`src/rtl/smb_cfg_regs.sv`:
```
module smb_cfg_regs #(
  parameter logic [6:0] DEV_ADDR = 7'h6E,
  parameter logic [7:0] ID_VAL   = 8'h20,
  parameter logic [7:0] CTRL_RST = 8'h07,
  parameter int         NREG     = 5
) (
  input  logic       clk,
  input  logic       rst_n,
  input  logic       pwrdn,
  input  logic       scl_in,
  input  logic       sda_in,
  output logic       sda_oe,
  output logic [7:0] cfg_ctrl,
  output logic [7:0] cfg_oe,
  output logic [7:0] cfg_stop,
  output logic [7:0] cfg_spare
);

  typedef enum logic [3:0] {
    S_IDLE, S_ADDR, S_OFFS, S_CNT, S_WDAT, S_RACK, S_RCNT, S_RDAT, S_IGN
  } st_t;

  st_t        st;
  logic [2:0] scl_p, sda_p;
  logic [3:0] bitcnt;
  logic [7:0] shreg, tx, idx, wcnt;
  logic       mack;

  wire scl_rise  = scl_p[1] & ~scl_p[2];
  wire scl_fall  = ~scl_p[1] & scl_p[2];
  wire bus_start = scl_p[1] & scl_p[2] & ~sda_p[1] & sda_p[2];
  wire bus_stop  = scl_p[1] & scl_p[2] & sda_p[1] & ~sda_p[2];

  wire [7:0] idx_nx = (idx == 8'hFF) ? idx : idx + 8'd1;
  wire [7:0] remain = (idx < 8'(NREG)) ? (8'(NREG) - idx) : 8'h00;

  function automatic logic [7:0] rd_byte(input logic [7:0] i);
    case (i)
      8'd0:    rd_byte = cfg_ctrl;
      8'd1:    rd_byte = cfg_oe;
      8'd2:    rd_byte = cfg_stop;
      8'd3:    rd_byte = cfg_spare;
      8'd4:    rd_byte = ID_VAL;
      default: rd_byte = 8'h00;
    endcase
  endfunction

  wire [7:0] rd_cur = rd_byte(idx);
  wire [7:0] rd_nx  = rd_byte(idx_nx);

  always_ff @(posedge clk or negedge rst_n) begin
    if (!rst_n) begin
      scl_p <= 3'b111;
      sda_p <= 3'b111;
    end else begin
      scl_p <= {scl_p[1:0], scl_in};
      sda_p <= {sda_p[1:0], sda_in};
    end
  end

  always_ff @(posedge clk or negedge rst_n) begin
    if (!rst_n) begin
      st        <= S_IDLE;
      bitcnt    <= '0;
      shreg     <= '0;
      tx        <= '0;
      idx       <= '0;
      wcnt      <= '0;
      mack      <= 1'b0;
      sda_oe    <= 1'b0;
      cfg_ctrl  <= CTRL_RST;
      cfg_oe    <= 8'hFF;
      cfg_stop  <= 8'h00;
      cfg_spare <= 8'h00;
    end else if (pwrdn) begin
      st     <= S_IDLE;
      bitcnt <= '0;
      sda_oe <= 1'b0;
    end else if (bus_start) begin
      st     <= S_ADDR;
      bitcnt <= '0;
      sda_oe <= 1'b0;
    end else if (bus_stop) begin
      st     <= S_IDLE;
      bitcnt <= '0;
      sda_oe <= 1'b0;
    end else if (st != S_IDLE) begin
      if (scl_rise) begin
        if (bitcnt < 4'd8) shreg <= {shreg[6:0], sda_p[1]};
        if (bitcnt == 4'd8) mack <= ~sda_p[1];
        bitcnt <= bitcnt + 4'd1;
      end else if (scl_fall) begin
        if (bitcnt == 4'd8) begin
          case (st)
            S_ADDR:
              if (shreg[7:1] == DEV_ADDR) begin
                sda_oe <= 1'b1;
                st     <= shreg[0] ? S_RACK : S_OFFS;
              end else st <= S_IGN;
            S_OFFS: begin
              sda_oe <= 1'b1;
              idx    <= shreg;
              st     <= S_CNT;
            end
            S_CNT:
              if (shreg != 8'h00) begin
                sda_oe <= 1'b1;
                wcnt   <= shreg;
                st     <= S_WDAT;
              end else st <= S_IGN;
            S_WDAT:
              if (wcnt != 8'h00) begin
                sda_oe <= 1'b1;
                wcnt   <= wcnt - 8'd1;
                idx    <= idx_nx;
                case (idx)
                  8'd0:    cfg_ctrl  <= shreg;
                  8'd1:    cfg_oe    <= shreg;
                  8'd2:    cfg_stop  <= shreg;
                  8'd3:    cfg_spare <= shreg;
                  default: ;
                endcase
              end else st <= S_IGN;
            default: sda_oe <= 1'b0;
          endcase
        end else if (bitcnt == 4'd9) begin
          bitcnt <= '0;
          case (st)
            S_RACK: begin
              st     <= S_RCNT;
              tx     <= remain;
              sda_oe <= ~remain[7];
            end
            S_RCNT:
              if (mack) begin
                st     <= S_RDAT;
                tx     <= rd_cur;
                sda_oe <= ~rd_cur[7];
              end else begin
                st     <= S_IGN;
                sda_oe <= 1'b0;
              end
            S_RDAT:
              if (mack) begin
                idx    <= idx_nx;
                tx     <= rd_nx;
                sda_oe <= ~rd_nx[7];
              end else begin
                st     <= S_IGN;
                sda_oe <= 1'b0;
              end
            default: sda_oe <= 1'b0;
          endcase
        end else if (bitcnt != 4'd0 && (st == S_RCNT || st == S_RDAT)) begin
          sda_oe <= ~tx[3'd7 - bitcnt[2:0]];
        end
      end
    end
  end

  p_pd_release_r10: assert property (@(posedge clk) disable iff (!rst_n)
    pwrdn |=> !sda_oe);

  p_pd_hold_r10: assert property (@(posedge clk) disable iff (!rst_n)
    pwrdn |=> $stable({cfg_ctrl, cfg_oe, cfg_stop, cfg_spare}));

  p_drive_scl_low_r11: assert property (@(posedge clk) disable iff (!rst_n)
    $rose(sda_oe) |-> !scl_p[2]);

  p_ign_quiet_r1: assert property (@(posedge clk) disable iff (!rst_n)
    (st == S_IGN && $past(st) == S_IGN) |-> !sda_oe);

  p_no_overrun_r4: assert property (@(posedge clk) disable iff (!rst_n)
    (st == S_WDAT && wcnt == 8'h00) |=> $stable({cfg_ctrl, cfg_oe, cfg_stop, cfg_spare}));

  p_stop_release_r9: assert property (@(posedge clk) disable iff (!rst_n)
    bus_stop |=> !sda_oe);

endmodule

```
`config.mk`:
```
export PLATFORM = sky130hd
export DESIGN_NAME = smb_cfg_regs
export DESIGN_NICKNAME = d
export VERILOG_FILES = /design/src/rtl/smb_cfg_regs.sv
export SDC_FILE = /design/constraint.sdc
export NUM_CORES = 1
export LEC_CHECK = 0
export ABC_CLOCK_PERIOD_IN_PS = 3300
export BUFFER_PORTS_ARGS = -buffer_cell sky130_fd_sc_hd__buf_2
export CORE_ASPECT_RATIO = 0.9
export CORE_UTILIZATION = 45
export CTS_CLUSTER_DIAMETER = 40
export CTS_CLUSTER_SIZE = 12
export DETAILED_ROUTE_END_ITERATION = 6
export PLACE_DENSITY = 0.68
export SLEW_MARGIN = 5
export SYNTH_ARGS = -nofsm -noshare
export SYNTH_HDL_FRONTEND = slang
export SYNTH_SLANG_ARGS = --single-unit
```
`constraint.sdc`:
```
create_clock -name clk -period 3.3 [get_ports clk]
set_input_delay 0.66 -clock clk [delete_from_list [all_inputs] [get_ports clk]]
set_output_delay 0.66 -clock clk [all_outputs]
set_load 0.05 [all_outputs]
```
==> results_dict.tcl, run 1 <==
set metrics [dict create \
    path_clk_slew_ns 0.06 \
    syn_inst 510 \
    endpoint "st[1]" \
    hpwl_mm 8.84 \
    startpoint_type "register" \
    die_h_um 100 \
    overflow 0 \
    tritoncts "done" \
    cts_buffer_depth 2 \
    reg2reg_slack_ns 0.46 \
    total_power_uw 2620 \
    ant_nets 0 \
    firstDrtPassIters 5 \
    row_count 35 \
    cts_sinks 80 \
    wire_per_inst_um 19.6 \
    yosysTopAreaCell "dfrtp_1" \
    final_nets 550 \
    grt_antenna_before_repair 0 \
    area_delta_synth_final_pct 13.3 \
    drtIter0Drc 396 \
    r2r-end "st[1]" \
    period_needed_ns 2.84 \
    startpoint "wcnt[0]" \
    start_util_pct 46.7 \
    arrival_ns 3.07 \
    dieWidth_um 111 \
    fmax_mhz 352 \
    first_global_vias 4113 \
    synth_ff_type "dfrtp_1" \
    grt_usage_pct 24.7 \
    drt-total-wl_mm 13.1 \
    maxCapViolCount 0 \
    cts_root_buf "clkbuf_16" \
    fillers 941 \
    setup_viol 0 \
    postCtsSetupRepairBufs 0 \
    synth.most_common_cell "dfrtp_1" \
    cts_resized 0 \
    end_kind "register" \
    netlist.area_leader.share_pct 32.8 \
    io_pins 38 \
    portBuffers 37 \
    ir_drop_uv 425 \
    syn_avg_cell_area_um2 9.42 \
    hp-class "register to register" \
    crit_slowest_cell "or4b_2" \
    finalSetupTns_ns 0 \
    place_area_mm2 0.00510 \
    gp_congestion 0.959 \
    finalHoldViolCount 0 \
    cts_hold_buf 0 \
    relSlewSlack_pct 33.3 \
    ys_seq_elements 80 \
    coreArea_mm2 0.0103 \
    crit_chain "inv_1, ha_1, or4b_2, nor4_2, nand3_1, o21a_1, o21ai_2, mux2_2" \
    worstReg2RegStart "wcnt[0]" \
    critPathKind "register to register" \
    synth_common_cells "63 x dfrtp_1, 59 x o21ai_0, 44 x nand2_1" \
    synth_nets 526 \
    synth.distinct_cells 68 \
    worst_slew_pin_slew_ns 1.00 \
    diodes 0 \
    avgViaCountPerCell 6.41 \
    drcViolationCount 0 \
    p_leak_uw 0.00241 \
    cpPeakStageDelay_ns 0.67 \
    utilization_pct 52.9 \
    critPathRequiredTime_ns 3.52 \
    rsz0062_at_grt "no" \
    synthArstFlopShare_pct 100 \
    drive_above_1_share_pct 25.8 \
    final_area_mm2 0.00545 \
    stdcell_count 668 \
    htree_levels 3 \
    vias 4283 \
    synth_edf_count 0 \
    power.density_mw_per_mm2 481 \
    clock_skew_ns 0.00921 \
    numCtsBuffers 9 \
    grt_pass1_wl_mm 21.6 \
    status "finished, final reports clean" \
    r2r_cells 8 \
    yosysSeqAreaShare_pct 42.1 \
    dp_cells 652 \
    finalCritPeriodShare_pct 86.1 \
    maxSlewViolCount 0 \
    grt_max_degree 81 \
    clkLatencyLatePin_ns 0.34 \
    die_area_mm2 0.0111 \
    netlist_area_mm2 0.00480 \
    synth.area.top_cells "dfrtp_1 33%, mux2_2 10%, dfstp_2 9.3%" \
    yosysWarningCount 0 \
    worst-path-max-fanout 4 \
]
==> final cells by class <==
| cell class | instances | area, um2 | area share, % |
|---|---|---|---|
| multi-input combinational | 380 | 2590 | 47.5 |
| sequential | 80 | 2020 | 37.2 |
| timing repair buffer | 48 | 270 | 4.96 |
| clock buffer | 10 | 229 | 4.20 |
| tap | 129 | 161 | 2.96 |
| clock inverter | 6 | 118 | 2.16 |
| inverter | 15 | 56.3 | 1.03 |
==> power breakdown <==
group	internal, uW	switching [uW]	leakage, uW
Clock	746	412	0.000165
Combinational	111	148	0.00121
Sequential	1030	172	0.00103
==> worst max-delay path, delay by kind of cell, from the launching register on <==
kind / cells / cell delay, ns
AND/OR/NAND/NOR: 3 / 1.31
multiplexers: 1 / 0.36
flip-flops: 1 / 0.40
AO/OA/AOI/OAI: 2 / 0.37
buffers and inverters: 1 / 0.07
adder cells (fa/ha/maj): 1 / 0.21
==> registers in the layout, indices dropped and copies added (netlist names) <==
name / flops
cfg_ctrl: 8
cfg_oe: 8
cfg_spare: 8
cfg_stop: 8
idx: 8
shreg: 8
tx: 8
wcnt: 8
bitcnt: 4
st: 4
scl_p: 3
sda_p: 3
mack: 1
sda_oe: 1
==> worst min-delay path by stage <==
| stage | from | to | slack [ns] | cells after the start |
|---|---|---|---|---|
| final | sda_p[0] | sda_p[1] | 0.36 | 0 |
| after global routing | scl_p[0] | scl_p[1] | 0.36 | 0 |
| after CTS | sda_p[0] | sda_p[1] | 0.36 | 0 |
| after detailed placement | scl_p[0] | scl_p[1] | 0.35 | 0 |
| after global placement | sda_p[0] | sda_p[1] | 0.35 | 0 |
| after floorplan | scl_p[0] | scl_p[1] | 0.35 | 0 |
==> cells in the final DEF (no fill, tap or decap), types with 11 or more instances in the layout <==
cell,Yosys,final
dfstp_2,17,17
nor2_1,19,19
nand3_1,15,15
a31oi_1,11,11
buf_4,0,12
dfrtp_1,63,63
o21ai_0,59,59
mux2_2,43,43
buf_2,5,36
a22oi_1,27,27
nand2_1,44,44
ha_1,11,11
a21oi_1,40,40
inv_1,15,15
==> routing by layer <==
metal / GRT usage [%] / routed length [um]
met4: 9.54 / 363
met2: 37.6 / 5840
met1: 34.5 / 5920
met5: 0 / 0
met3: 5.43 / 955
==> through the flow <==
step	hold slack [ns]	setup WS, ns
after floorplan	0.345	0.802
after global placement	0.347	0.536
after detailed placement	0.352	0.492
after CTS	0.358	0.473
after global routing	0.363	0.325
final	0.355	0.457
==> cells by family after synthesis <==
group           count (synthesis)  share of synthesized area (%)
compound gates                177                           23.0
mux                            47                           11.5
buf+inv                        50                           4.04
flops                          80                           42.1
simple gates                  142                           16.0
xor+xnor                        3                          0.547
fa+ha+maj                      11                           2.86
Note: power is estimated with default switching activity, not from simulation.
==> run 2, diff against run 1 <==
PLACE_DENSITY = 0.63   (was 0.68)
==> run 2 against run 1 <==
  * Count of clock-buffer cells in the layout decreased by 1
  * Flip-flop and latch count did not move
  * Highest routed layer unchanged
  * Sequential power barely moved
  * Cell count fell by 0.15%
  * Power shrank 2.9%
  * Largest cell class unchanged
  * Clock skew grew 0.0013 ns
  * Critical path depth is the same
  * Sequential share of layout area is 0.19 points higher
  * Worst hold slack hardly changed
  * Final area down 0.51%
  * Combinational power about the same
==> results_dict.tcl, run 2 (synthesis gave the netlist of run 1 again) <==
set metrics [dict create \
    power.density_mw_per_mm2 470 \
    crit_slowest_cell "or4b_2" \
    finalHoldViolCount 0 \
    dp_cells 652 \
    crit_chain "inv_1, ha_1, or4b_2, nor4_2, nand3_1, o21a_1, o21ai_2, mux2_2" \
    clkLatencyLatePin_ns 0.35 \
    vias 4218 \
    io_pins 38 \
    grt_antenna_before_repair 0 \
    cts_hold_buf 0 \
    final_nets 550 \
    ir_drop_uv 402 \
    fmax_mhz 354 \
    grt_max_degree 81 \
    final_common_cell "dfrtp_1" \
    drt-total-wl_mm 13.3 \
    path_clk_slew_ns 0.06 \
    relSlewSlack_pct 26.0 \
    crit_buf_inv 1 \
    fin_ws_ns 0.472 \
    cpPeakStageDelay_ns 0.66 \
    r2r-end "st[0]" \
    gp_congestion 0.860 \
    end_kind "register" \
    cts_root_buf "clkbuf_16" \
    first_global_vias 3917 \
    cts_resized 0 \
    crit_family "simple AND/OR/NAND/NOR gates" \
    startpoint "wcnt[0]" \
    dieWidth_um 111 \
    cp.depth 8 \
    startpoint_type "register" \
    avgViaCountPerCell 6.32 \
    p_leak_uw 0.00239 \
    place_area_mm2 0.00510 \
    row_count 35 \
    die_h_um 100 \
    postCtsSetupRepairBufs 0 \
    critPathKind "register to register" \
    diodes 0 \
    critPathRequiredTime_ns 3.52 \
    clock_skew_ns 0.0105 \
    period_needed_ns 2.83 \
    overflow 0 \
    reg2reg_slack_ns 0.47 \
    setup_viol 0 \
    cts_buffer_depth 2 \
    grt_usage_pct 24.8 \
    die_area_mm2 0.0111 \
    portBuffers 37 \
    finalCritPeriodShare_pct 85.7 \
    htree_levels 3 \
    worstReg2RegStart "wcnt[0]" \
    coreArea_mm2 0.0103 \
    area_delta_synth_final_pct 12.8 \
    endpoint "st[0]" \
    stdcell_count 667 \
    maxSlewViolCount 0 \
    arrival_ns 3.05 \
    start_util_pct 46.7 \
    worst_slew_pin_slew_ns 1.10 \
    drive_above_1_share_pct 25.8 \
    drcViolationCount 0 \
    cts_sinks 80 \
    rsz0062_at_grt "no" \
    tritoncts "done" \
    grt_pass1_wl_mm 21.3 \
    r2r_cells 8 \
    drtIter0Drc 372 \
    maxCapViolCount 0 \
    total_power_uw 2540 \
    firstDrtPassIters 5 \
    hpwl_mm 8.96 \
    finalSetupTns_ns 0 \
    wire_per_inst_um 20.0 \
    ant_nets 0 \
    final_area_mm2 0.00542 \
    post-place-ws_ns 0.503 \
    final_cell_mix "63 x dfrtp_1, 59 x o21ai_0, 44 x nand2_1, 43 x mux2_2, 40 x a21oi_1" \
    hp-class "register to register" \
    worst-path-max-fanout 4 \
    numCtsBuffers 9 \
    status "finished, final reports clean" \
]
-- run 2: cell type report --
class | count | area, um2
multi-input cells | 380 | 2590
inverters | 15 | 56.3
clock buffers | 9 | 225
fillers | 904 | 4870
repair buffers | 48 | 270
flip-flops and latches | 80 | 2020
clock inverters | 6 | 93.8
well taps | 129 | 161
-- run 2: worst min path at each step --
stage,startpoint,endpoint,slack (ns),cells past startpoint
after global routing,sda_p[0],sda_p[1],0.36,0
after CTS,sda_p[0],sda_p[1],0.36,0
final,sda_p[0],sda_p[1],0.36,0
after detailed placement,sda_p[0],sda_p[1],0.35,0
after global placement,sda_p[0],sda_p[1],0.35,0
after floorplan,scl_p[0],scl_p[1],0.35,0
-- run 2: metal layers --
layer  global-route usage, %  routed length (um)
met1                    35.2                6300
met2                    38.5                5960
met3                    4.47                 828
met4                    8.21                 229
met5                       0                   0
-- run 2: stage by stage --
step | utilization [%] | hold slack, ns
2_1_floorplan | - | 0.345
3_3_place_gp | 49.5 | 0.347
3_5_place_dp | 49.5 | 0.348
4_1_cts | 52.6 | 0.357
5_1_grt | 52.6 | 0.357
6_report | 52.6 | 0.355
-- run 2: power breakdown --
part	switching, uW	internal (uW)
Combinational	145	111
Clock	417	663
Sequential	177	1030
==> run 3, diff against run 2 <==
PLACE_DENSITY = 0.74   (was 0.63)
==> run 3 against run 2 <==
  * Final area down 0.14%
  * First-iteration DRC count rose by 32%
  * Via count up 2.4%
  * Sequential power about the same
  * Combinational power hardly changed
  * Maximum frequency up 1.6%
  * Largest cell class unchanged
  * Non-clock buffer count decreased by 1
  * Critical endpoint is now st[1]
  * Largest power group unchanged
==> results_dict.tcl, run 3 (synthesis gave the netlist of run 1 again) <==
set metrics [dict create \
    status "finished, final reports clean" \
    hp-class "register to register" \
    final_nets 549 \
    relSlewSlack_pct 34.0 \
    cpPeakStageDelay_ns 0.66 \
    gp_congestion 0.943 \
    clkLatencyLatePin_ns 0.34 \
    io_pins 38 \
    critPathRequiredTime_ns 3.52 \
    maxSlewViolCount 0 \
    dp_cells 651 \
    drive_above_1_share_pct 25.7 \
    min-delay-start "sda_p[0]" \
    numCtsBuffers 9 \
    drcViolationCount 0 \
    finalCritPeriodShare_pct 84.3 \
    p_leak_uw 0.00239 \
    final_area_mm2 0.00541 \
    portBuffers 37 \
    power_switching_uw 726 \
    post-place-ws_ns 0.523 \
    p_int_uw 1810 \
    clock_skew_ns 0.0109 \
    grt_max_degree 81 \
    p_seq_share_pct 47.4 \
    die_h_um 100 \
    drt-total-wl_mm 12.8 \
    crit_chain "inv_1, ha_1, or4b_2, nor4_2, nand3_1, o21a_1, o21ai_2, mux2_2" \
    area_delta_synth_final_pct 12.6 \
    postCtsSetupRepairBufs 0 \
    fillers 894 \
    crit_slowest_cell "or4b_2" \
    coreArea_mm2 0.0103 \
    fmax_mhz 359 \
    start_util_pct 46.7 \
    dieWidth_um 111 \
    cts_root_buf "clkbuf_16" \
    wire_per_inst_um 19.2 \
    vias 4318 \
    worst-path-max-fanout 4 \
    ant_nets 0 \
    critPathKind "register to register" \
    die_area_mm2 0.0111 \
    worst_slew_pin_slew_ns 0.991 \
    maxCapViolCount 0 \
    cts_buffer_depth 2 \
    combinationalPowerShare_pct 10.0 \
    crit_family "simple AND/OR/NAND/NOR gates" \
    period_needed_ns 2.78 \
    switching_share_pct 28.6 \
    row_count 35 \
    avgViaCountPerCell 6.47 \
    finalHoldViolCount 0 \
    arrival_ns 3.00 \
    cts_hold_buf 0 \
    firstDrtPassIters 6 \
    fin_ws_ns 0.518 \
    final_common_cell "dfrtp_1" \
    crit_buf_inv 1 \
    overflow 0 \
    startpoint_type "register" \
    stdcell_count 667 \
    path_clk_slew_ns 0.06 \
    setup_viol 0 \
    hpwl_mm 8.84 \
    first_global_vias 4014 \
    power.share.clock_pct 42.6 \
    diodes 0 \
    worstReg2RegStart "wcnt[1]" \
    finalSetupTns_ns 0 \
    drtIter0Drc 490 \
    final_cell_mix "63 x dfrtp_1, 59 x o21ai_0, 44 x nand2_1, 43 x mux2_2, 40 x a21oi_1" \
    power.density_mw_per_mm2 469 \
    grt_usage_pct 24.4 \
    end_kind "register" \
    startpoint "wcnt[1]" \
    rsz0062_at_grt "no" \
    cts_sinks 80 \
    grt_antenna_before_repair 0 \
    tritoncts "done" \
    cts_resized 0 \
    htree_levels 3 \
    ir_drop_uv 422 \
    place_area_mm2 0.00509 \
    grt_pass1_wl_mm 21.2 \
]
==> run 3: worst paths after layout <==
check                            endpoint  slack, ns  cells after the start
min in group asynchronous       bitcnt[3]       0.49                      1
worst min-delay path             sda_p[1]       0.35                      0
worst max register to register      st[1]       0.52                      8
worst min register to register   sda_p[1]       0.35                      0
worst max-delay path                st[1]       0.52                      8
max in group asynchronous         wcnt[7]       2.17                      1
==> run 3: power groups by stage <==
stage / combinational [uW] / clock [uW] / sequential (uW)
3_5_place_dp: 252 / 0 / 1220
4_1_cts: 254 / 1100 / 1200
3_3_place_gp: 248 / 0 / 1210
5_1_grt: 284 / 1150 / 1210
2_1_floorplan: 269 / 0 / 1070
6_report: 255 / 1080 / 1200
==> run 3: area by class of cell <==
type	count	area (um2)	area share (%)
Multi-Input combinational cell	380	2590	47.8
Sequential cell	80	2020	37.4
Timing Repair Buffer	47	263	4.86
Clock buffer	10	229	4.23
Tap cell	129	161	2.98
Clock inverter	6	90.1	1.67
Inverter	15	56.3	1.04
==> run 3: layer usage <==
| layer | routed length, um | vias to the layer above | global-route usage, % |
|---|---|---|---|
| met1 | 5490 | 2083 | 33.1 |
| met2 | 5660 | 236 | 36.9 |
| met4 | 406 | 0 | 8.72 |
| met3 | 1270 | 34 | 7.43 |
| li1 | - | 1965 | - |
| met5 | 0 | - | 0 |
==> run 3: worst register-to-register path, cell delays in order (launching register included) <==
cell and delay [ns]:
dfrtp_1 0.39, inv_1 0.08, ha_1 0.19, or4b_2 0.66, nor4_2 0.46, nand3_1 0.15
o21a_1 0.16, o21ai_2 0.21, mux2_2 0.36
==> run 3: metrics by stage <==
stage	hold WS, ns	total power, uW	util, %
after floorplan	0.345	1340	-
after CTS	0.350	2560	52.6
after detailed placement	0.347	1470	49.5
final	0.353	2540	52.6
after global routing	0.358	2640	52.6
after global placement	0.347	1460	49.5
